### config.mk
export PLATFORM = sky130hd
export DESIGN_NAME = trap_entry_ctrl
export DESIGN_NICKNAME = d
export VERILOG_FILES = /design/src/rtl/trap_pkg.sv /design/src/rtl/trap_arbiter.sv /design/src/rtl/trap_vector.sv /design/src/rtl/trap_state.sv /design/src/rtl/trap_entry_ctrl.sv
export SDC_FILE = /design/constraint.sdc
export NUM_CORES = 1
export LEC_CHECK = 0
export BUFFER_PORTS_ARGS = -buffer_cell sky130_fd_sc_hd__buf_2
export CORE_MARGIN = 2
export CORE_UTILIZATION = 35
export DETAILED_ROUTE_END_ITERATION = 6
export GPL_TIMING_DRIVEN = 0
export PLACE_DENSITY_LB_ADDON = 0.2
export SLEW_MARGIN = 20
export SYNTH_ARGS = -nofsm -noshare
export SYNTH_HDL_FRONTEND = slang
export SYNTH_SLANG_ARGS = --single-unit
### constraint.sdc
create_clock -name clk -period 1.4 [get_ports clk]
set_clock_uncertainty 0.15 [all_clocks]
set_input_delay 0.28 -clock clk [delete_from_list [all_inputs] [get_ports clk]]
set_output_delay 0.28 -clock clk [all_outputs]
set_load 0.02 [all_outputs]
### src/rtl/trap_pkg.sv
package trap_pkg;

   typedef enum logic [2:0] {
      CAUSE_RESET = 3'd0,
      CAUSE_BRKPT = 3'd1,
      CAUSE_IBUS  = 3'd2,
      CAUSE_WATCH = 3'd3,
      CAUSE_DBUS  = 3'd4,
      CAUSE_DIVZ  = 3'd5,
      CAUSE_IRQ   = 3'd6,
      CAUSE_SCALL = 3'd7
   } cause_e;

   typedef enum logic [2:0] {
      EV_NONE = 3'd0,
      EV_DBG  = 3'd1,
      EV_NORM = 3'd2,
      EV_BRET = 3'd3,
      EV_ERET = 3'd4
   } event_e;

   localparam int CAUSE_W = 3;

   function automatic logic is_normal_cause(input cause_e c);
      return (c == CAUSE_IBUS) || (c == CAUSE_DBUS) || (c == CAUSE_DIVZ) ||
             (c == CAUSE_IRQ)  || (c == CAUSE_SCALL);
   endfunction

endpackage

### src/rtl/trap_arbiter.sv
module trap_arbiter
   import trap_pkg::*;
(
   input  logic         dbg_req,
   input  logic         dbg_watch,
   input  logic         norm_req,
   input  logic [2:0]   norm_cause,
   input  logic         bret,
   input  logic         eret,
   output event_e       ev,
   output cause_e       cause
);

   cause_e norm_c;
   logic   norm_ok;

   assign norm_c  = cause_e'(norm_cause);
   assign norm_ok = norm_req && is_normal_cause(norm_c);

   // Fixed priority: debug, normal, breakpoint return, exception return
   always_comb begin
      ev    = EV_NONE;
      cause = CAUSE_RESET;
      if (dbg_req) begin
         ev    = EV_DBG;
         cause = dbg_watch ? CAUSE_WATCH : CAUSE_BRKPT;
      end else if (norm_ok) begin
         ev    = EV_NORM;
         cause = norm_c;
      end else if (bret) begin
         ev    = EV_BRET;
      end else if (eret) begin
         ev    = EV_ERET;
      end
   end

endmodule

### src/rtl/trap_vector.sv
module trap_vector
   import trap_pkg::*;
#(
   parameter int XLEN       = 32,
   parameter int BASE_LSB   = 8,
   parameter int SLOT_SHIFT = 5
) (
   input  logic [XLEN-1:BASE_LSB] eba_hi,
   input  logic [XLEN-1:BASE_LSB] deba_hi,
   input  logic                   remap,
   input  event_e                 ev,
   input  cause_e                 cause,
   input  logic [XLEN-1:0]        ea,
   input  logic [XLEN-1:0]        ba,
   output logic [XLEN-1:0]        target
);

   logic [XLEN-1:BASE_LSB] base_sel;
   logic [XLEN-1:0]        base_full;
   logic [XLEN-1:0]        slot_off;

   assign slot_off  = XLEN'(cause) << SLOT_SHIFT;
   assign base_full = {base_sel, {BASE_LSB{1'b0}}};

   always_comb begin
      base_sel = eba_hi;
      if (ev == EV_DBG || remap) base_sel = deba_hi;
   end

   always_comb begin
      unique case (ev)
         EV_DBG, EV_NORM: target = base_full + slot_off;
         EV_ERET:         target = ea;
         EV_BRET:         target = ba;
         default:         target = '0;
      endcase
   end

endmodule

### src/rtl/trap_state.sv
module trap_state
   import trap_pkg::*;
#(
   parameter int XLEN = 32
) (
   input  logic            clk,
   input  logic            rst_n,
   input  event_e          ev,
   input  logic [XLEN-1:0] pc,
   input  logic            ie_we,
   input  logic            ie_wdata,
   output logic [XLEN-1:0] ea,
   output logic [XLEN-1:0] ba,
   output logic            ie,
   output logic            eie,
   output logic            bie
);

   always_ff @(posedge clk or negedge rst_n) begin
      if (!rst_n) begin
         ea  <= '0;
         ba  <= '0;
         ie  <= 1'b0;
         eie <= 1'b0;
         bie <= 1'b0;
      end else begin
         unique case (ev)
            EV_NORM: begin
               ea  <= pc;
               eie <= ie;
               ie  <= 1'b0;
            end
            EV_DBG: begin
               ba  <= pc;
               bie <= ie;
               ie  <= 1'b0;
            end
            EV_ERET: ie <= eie;
            EV_BRET: ie <= bie;
            default: if (ie_we) ie <= ie_wdata;
         endcase
      end
   end

   p_norm_save_r2: assert property (@(posedge clk) disable iff (!rst_n)
      ev == EV_NORM |=> !ie && eie == $past(ie) && ea == $past(pc) && $stable(ba) && $stable(bie));

   p_dbg_save_r3: assert property (@(posedge clk) disable iff (!rst_n)
      ev == EV_DBG |=> !ie && bie == $past(ie) && ba == $past(pc) && $stable(ea) && $stable(eie));

   p_eret_restore_r10: assert property (@(posedge clk) disable iff (!rst_n)
      ev == EV_ERET |=> ie == $past(eie));

   p_bret_restore_r10: assert property (@(posedge clk) disable iff (!rst_n)
      ev == EV_BRET |=> ie == $past(bie));

   p_ie_write_r11: assert property (@(posedge clk) disable iff (!rst_n)
      (ev == EV_NONE && ie_we) |=> ie == $past(ie_wdata));

endmodule

### src/rtl/trap_entry_ctrl.sv
module trap_entry_ctrl
   import trap_pkg::*;
#(
   parameter int XLEN       = 32,
   parameter int BASE_LSB   = 8,
   parameter int SLOT_SHIFT = 5,
   parameter bit REMAP_EN   = 1'b1
) (
   input  logic            clk,
   input  logic            rst_n,
   input  logic            dbg_req,
   input  logic            dbg_watch,
   input  logic            norm_req,
   input  logic [2:0]      norm_cause,
   input  logic [XLEN-1:0] req_pc,
   input  logic            bret,
   input  logic            eret,
   input  logic            eba_we,
   input  logic            deba_we,
   input  logic [XLEN-1:0] base_wdata,
   input  logic            remap_we,
   input  logic            remap_wdata,
   input  logic            ie_we,
   input  logic            ie_wdata,
   output logic            redirect_valid,
   output logic [XLEN-1:0] redirect_pc,
   output logic [XLEN-1:0] exc_ret_addr,
   output logic [XLEN-1:0] brk_ret_addr,
   output logic            ie_global,
   output logic            ie_exc_saved,
   output logic            ie_brk_saved,
   output logic            remap_state
);

   localparam int SLOT_TOP = CAUSE_W + SLOT_SHIFT;

   initial begin
      a_width_ok: assert (XLEN > BASE_LSB)
         else $error("XLEN must exceed BASE_LSB");
      a_no_carry: assert (SLOT_TOP <= BASE_LSB)
         else $error("vector slots overlap the base field");
   end

   logic [XLEN-1:BASE_LSB] eba_hi;
   logic [XLEN-1:BASE_LSB] deba_hi;
   logic                   unused_low;
   event_e                 ev;
   cause_e                 cause;
   logic [XLEN-1:0]        target;

   assign unused_low = ^base_wdata[BASE_LSB-1:0];

   always_ff @(posedge clk or negedge rst_n) begin
      if (!rst_n) begin
         eba_hi  <= '0;
         deba_hi <= '0;
      end else begin
         if (eba_we)  eba_hi  <= base_wdata[XLEN-1:BASE_LSB];
         if (deba_we) deba_hi <= base_wdata[XLEN-1:BASE_LSB];
      end
   end

   generate
      if (REMAP_EN) begin : g_remap
         always_ff @(posedge clk or negedge rst_n) begin
            if (!rst_n)        remap_state <= 1'b0;
            else if (remap_we) remap_state <= remap_wdata;
         end
      end else begin : g_no_remap
         logic unused_remap;
         assign unused_remap = remap_we ^ remap_wdata;
         assign remap_state  = 1'b0;
      end
   endgenerate

   trap_arbiter u_arb (
      .dbg_req    (dbg_req),
      .dbg_watch  (dbg_watch),
      .norm_req   (norm_req),
      .norm_cause (norm_cause),
      .bret       (bret),
      .eret       (eret),
      .ev         (ev),
      .cause      (cause)
   );

   trap_vector #(
      .XLEN       (XLEN),
      .BASE_LSB   (BASE_LSB),
      .SLOT_SHIFT (SLOT_SHIFT)
   ) u_vec (
      .eba_hi  (eba_hi),
      .deba_hi (deba_hi),
      .remap   (remap_state),
      .ev      (ev),
      .cause   (cause),
      .ea      (exc_ret_addr),
      .ba      (brk_ret_addr),
      .target  (target)
   );

   trap_state #(.XLEN(XLEN)) u_state (
      .clk      (clk),
      .rst_n    (rst_n),
      .ev       (ev),
      .pc       (req_pc),
      .ie_we    (ie_we),
      .ie_wdata (ie_wdata),
      .ea       (exc_ret_addr),
      .ba       (brk_ret_addr),
      .ie       (ie_global),
      .eie      (ie_exc_saved),
      .bie      (ie_brk_saved)
   );

   always_ff @(posedge clk or negedge rst_n) begin
      if (!rst_n) begin
         redirect_valid <= 1'b0;
         redirect_pc    <= '0;
      end else begin
         redirect_valid <= (ev != EV_NONE);
         if (ev != EV_NONE) redirect_pc <= target;
      end
   end

   p_slot_align_r4: assert property (@(posedge clk) disable iff (!rst_n)
      (ev == EV_DBG || ev == EV_NORM) |=> redirect_valid && redirect_pc[SLOT_SHIFT-1:0] == '0);

   p_single_pulse_r4: assert property (@(posedge clk) disable iff (!rst_n)
      (ev == EV_NONE) |=> !redirect_valid);

   p_dbg_base_r6: assert property (@(posedge clk) disable iff (!rst_n)
      ev == EV_DBG |=> redirect_pc[XLEN-1:BASE_LSB] == $past(deba_hi));

   p_norm_base_r5: assert property (@(posedge clk) disable iff (!rst_n)
      ev == EV_NORM |=> redirect_pc[XLEN-1:BASE_LSB] ==
                        ($past(remap_state) ? $past(deba_hi) : $past(eba_hi)));

   p_dbg_wins_r8: assert property (@(posedge clk) disable iff (!rst_n)
      (dbg_req && norm_req) |=> $stable(exc_ret_addr) && $stable(ie_exc_saved));

   p_bad_cause_r9: assert property (@(posedge clk) disable iff (!rst_n)
      (norm_req && !dbg_req && !bret && !eret && !ie_we &&
       !is_normal_cause(cause_e'(norm_cause)))
      |=> !redirect_valid && $stable(ie_global) && $stable(exc_ret_addr));

endmodule

Word level (Yosys, flattened, before mapping)
Cells that the tools add are included.
{"block": "word_totals", "reg_bits": 149, "inputBits": 80, "out_inout_bits": 101, "word_cells": 40}
{"block": "classes", "addsub": 1, "eq_ne": 9, "mux": 11, "n_reduce_logical": 9}
{"op": "32-bit case mux with 3 select lines", "count": 1}
{"op": "32-bit by 8-bit adder with 32-bit output", "count": 1}
{"op": "24-bit two-way mux", "count": 1}
{"op": "3-bit two-way mux", "count": 6}
{"op": "3-bit equality test, second input constant", "count": 5}
{"op": "3-bit by 2-bit equality test with 1-bit output, second input constant", "count": 3}
{"op": "1-bit logical OR", "count": 5}
{"op": "4-bit nonzero test", "count": 1}
{"op": "3-bit by 1-bit equality test with 1-bit output, second input constant", "count": 1}
{"op": "1-bit case mux with 3 select lines", "count": 1}
{"op": "3-bit nonzero test", "count": 1}
{"op": "2-bit two-way mux", "count": 1}
{"op": "2-bit OR reduction", "count": 1}
{"op": "1-bit logical AND", "count": 1}
{"op": "1-bit two-way mux", "count": 1}

Longest topological paths before layout
{"block": "logic_depth", "ltp_word": 13, "mapped_depth": 6, "depth_no_buf": 4}

By module
Synthesis repeated with hierarchy kept, for this count alone.
{"block": "unflattened", "hier_cells": 474, "hier_area_um2": 6786.5}
{"module": "trap_entry_ctrl", "n_inst": 1, "cells_each": 174, "area_each_um2": 3047.9, "seq_area_each_um2": 2052.0}
{"module": "trap_state", "n_inst": 1, "cells_each": 148, "area_each_um2": 2567.5, "seq_area_each_um2": 1676.6}
{"module": "trap_vector", "n_inst": 1, "cells_each": 139, "area_each_um2": 1092.3, "seq_area_each_um2": 0.0}
{"module": "trap_arbiter", "n_inst": 1, "cells_each": 13, "area_each_um2": 78.8, "seq_area_each_um2": 0.0}

Worst setup path after synthesis
No wires, ideal clock.
{"block": "synth_timing", "path_kind": "register to register", "from": "register remap_state", "to": "register redirect_pc[11]", "setup_ps": 131, "arrival_time_ps": 1289, "t_required_ps": 1119, "setup_slack_ps": -170, "stages_incl_launch_ff": 5, "n_path_buf": 1, "period_less_slack_ps": 1570, "cell_sequence": "dfrtp_1 -> nor2_2 -> buf_2 -> mux2i_1 -> mux2i_1"}
{"block": "synth_between", "elab_chain_cells": 4}
{"item": "start: declaration", "line": "trap_entry_ctrl.sv:32", "rtl": "output logic remap_state"}
{"item": "start signal: assignment", "line": "trap_entry_ctrl.sv:67", "rtl": "else if (remap_we) remap_state <= remap_wdata;"}
{"item": "1-bit logical OR", "line": "trap_vector.sv:27", "rtl": "if (ev == EV_DBG || remap) base_sel = deba_hi;"}
{"item": "24-bit two-way mux", "line": "trap_vector.sv:27"}
{"item": "32-bit by 8-bit adder with 32-bit output", "line": "trap_vector.sv:32", "rtl": "EV_DBG, EV_NORM: target = base_full + slot_off;"}
{"item": "32-bit case mux with 3 select lines", "line": "trap_vector.sv:31", "rtl": "unique case (ev)"}
{"item": "end signal: assignment", "line": "trap_entry_ctrl.sv:122", "rtl": "if (ev != EV_NONE) redirect_pc <= target;"}
{"item": "end: declaration", "line": "trap_entry_ctrl.sv:26", "rtl": "output logic [XLEN-1:0] redirect_pc,"}
Every way passes these cells.
A chain may end at the register's enable or synchronous reset.

Final worst setup path
{"block": "layout_timing", "from": "register remap_state", "to": "register redirect_pc[16]"}
The elaborated chain is that of the path after synthesis.

==> flow_summary.toml <==
[run_status]
violations = "negative setup slack"
status = "finished with violations"

[timing]
rsz0062_at_grt = "yes"
period_needed_ns = 1.43
timing.hold.ws_ns = 0.0424
maxSlewViolCount = 0
final-hold-violation-count = 0
tightestPinTransition_ns = 0.685
setup-violations-final = 18
finalWorstSetupSlack_ns = -0.0305
max-slew-margin-rel_pct = 54.4
fmax_mhz = 699
fin_crit_sh_pct = 102

[worst_hold_path]
hold_path.class = "in2reg"

[finish]
area_delta_synth_final_pct = 58.1
fin_cells = 1049
final_cell_mix = "dfrtp_1, buf_6, buf_4, mux2_2, buf_2"
nFillCells = 1518
final_common_cell = "dfrtp_1"
antenna_cells = 0
finalInstanceArea_um2 = 10400
num-nets-final = 883
drive_above_1_share_pct = 53.9

[synth]
synth_cell_types = 26
synth_nets = 546
netlist_area_um2 = 6570
yosys_warnings = 0
seq_area_frac_synth_pct = 56.8
avgSynthCellArea_um2 = 14.1
synthCells = 466
ys_seq_elements = 149

[place]
placedCellCount = 869
port_buffers = 168
dpl.hpwl_um = 11700
place_area_um2 = 7760
place_congestion = 0.738

[global_routing]
grt.total_usage_pct = 18.6
grt_pass1_vias = 5435
grt_start_max_net_pins = 76
grt_first_pass_wirelength_um = 28400
overflow = 0
antenna_found_initial = 0

[floorplan]
ios = 181
std_cell_rows = 50
die_h_um = 141
die_x_um = 141
initial_core_util_pct = 35.4
core_um2 = 18600
die-area_um2 = 19900

[drt]
drt-initial-drc-count = 198
routed_wl_um = 18600
remaining_drc_errors = 0
drt_first_pass_iters = 5
drtAntennaViolNets = 0
num_vias = 4978
wl_per_cell_um = 17.7
viasPerCell = 4.75

[clock_tree]
cts_tree = "yes"
insertion_delay_ns = 0.42
htree_levels = 4
clock_path_buffers = 2
cts_root_buffer = "clkbuf_16"
clk_pin_slew_ns = 0.06
cts_sinks = 149
cts_buffers = 17

[critical_path]
required_ns = 1.54
critPathKind = "reg2reg"
endpoint_kind = "register"
cp-start-kind = "register"
worstPathArrival_ns = 1.57
cp_max_fo = 7

[flow_run]
cap_violations = 0

[power]
cellLeakagePower_nw = 5.01
peakVddDrop_mv = 0.871
powerDensity_nw_per_um2 = 1320
total_power_mw = 13.8
## state kept, by name, indices dropped and copies added, names as in the netlist
| register | count |
|---|---|
| redirect_pc | 32 |
| u_state.ba | 32 |
| u_state.ea | 32 |
| deba_hi | 24 |
| eba_hi | 24 |
| redirect_valid | 1 |
| remap_state | 1 |
| u_state.bie | 1 |
| u_state.eie | 1 |
| u_state.ie | 1 |
## cells by family after synthesis
family	synth area share, %
buffers and inverters	3.09
DFF	56.8
and+or+nand+nor	3.26
muxes	33.6
AOI/OAI and AO/OA	3.33
## what timing repair did
item	in CTS	in global routing
hold buffers	60	0
cloned	0	2
endpoints found under the setup margin	113	200
buffers inserted	68	19
endpoints found under the hold margin	188	0
pin swaps	1	0
resized for setup	146	75
## per-layer routing
metal | GRT usage (%) | vias to the layer above | share of wire, %
li1 | - | 2318 | -
met1 | 23.4 | 2484 | 44
met2 | 31.5 | 148 | 50
met3 | 4.45 | 28 | 4.7
met4 | 6.58 | 0 | 1.7
met5 | 0 | - | 0
## final timing paths
kind	from	end	slack, ns	cells after the start
setup / recovery	remap_state$_DFFE_PN0P_	redirect_pc[16]$_DFFE_PN0P_	-0.03	5
hold / removal	norm_cause[1]	redirect_pc[6]$_DFFE_PN0P_	0.04	3
setup reg to reg	remap_state$_DFFE_PN0P_	redirect_pc[16]$_DFFE_PN0P_	-0.03	5
hold reg to reg	deba_hi[28]$_DFFE_PN0P_	deba_hi[28]$_DFFE_PN0P_	0.35	1
max in group asynchronous	rst_n	deba_hi[23]$_DFFE_PN0P_	0.16	3
min in group asynchronous	rst_n	u_state.ea[5]$_DFFE_PN0N_	0.24	2
## cell type report
type | instances | area [um2] | area share [%]
timing repair buffer | 318 | 2840 | 27.3
clock inverter | 9 | 126 | 1.22
buffer | 31 | 233 | 2.24
clock buffer | 22 | 474 | 4.57
multi-input combinational | 284 | 2690 | 25.9
sequential | 149 | 3730 | 35.9
inverter | 2 | 7.51 | 0.0723
tap | 234 | 293 | 2.82
## worst max-delay path: stages, from the launching register on
cell     delay (ns)
dfrtp_2        0.44
nor2_4         0.11
buf_12         0.15
buf_12         0.13
mux2i_2        0.23
mux2i_1        0.10
## cells in the mapped netlist
cell      instances  area [um2]
a21oi_1          33         165
a31o_2            1        8.76
a32oi_1           1        8.76
buf_1             1        3.75
buf_12            3        60.1
buf_2            18        90.1
buf_6             1        11.3
clkbuf_1          8        30.0
dfrtp_1         149        3730
inv_1             2        7.51
mux2_2           87         980
mux2_4           29         435
mux2i_1          79         791
nand2_1           4        15.0
nand2b_1          1        6.26
nand3b_1          2        15.0
nor2_1           37         139
nor2_2            1        6.26
nor2b_1           1        6.26
nor2b_4           1        13.8
o21ai_0           2        10.0
o21ai_2           1        8.76
o221ai_1          1        8.76
o32ai_1           1        8.76
or2_1             1        6.26
or3_1             1        6.26
## where the power goes
part           internal (mW)  switching, mW  total, mW
sequential              4.87          0.423       5.29
clock                   2.93           1.76       4.69
combinational           2.17           1.60       3.77
total                   9.97           3.79       13.8
## metrics by stage
| stage | setup WS (ns) | utilization (%) | TNS, ns |
|---|---|---|---|
| final | -0.0305 | 55.9 | -0.201 |
| after global routing | -0.0682 | 55.9 | -2.69 |
| after CTS | -0.0381 | 53.5 | -0.540 |
| after detailed placement | -0.440 | 41.8 | -36.16 |
| after global placement | -2.52 | 41.6 | -369.92 |
| after floorplan | -0.109 | - | -3.16 |
Power figures use the tool's default switching activity.
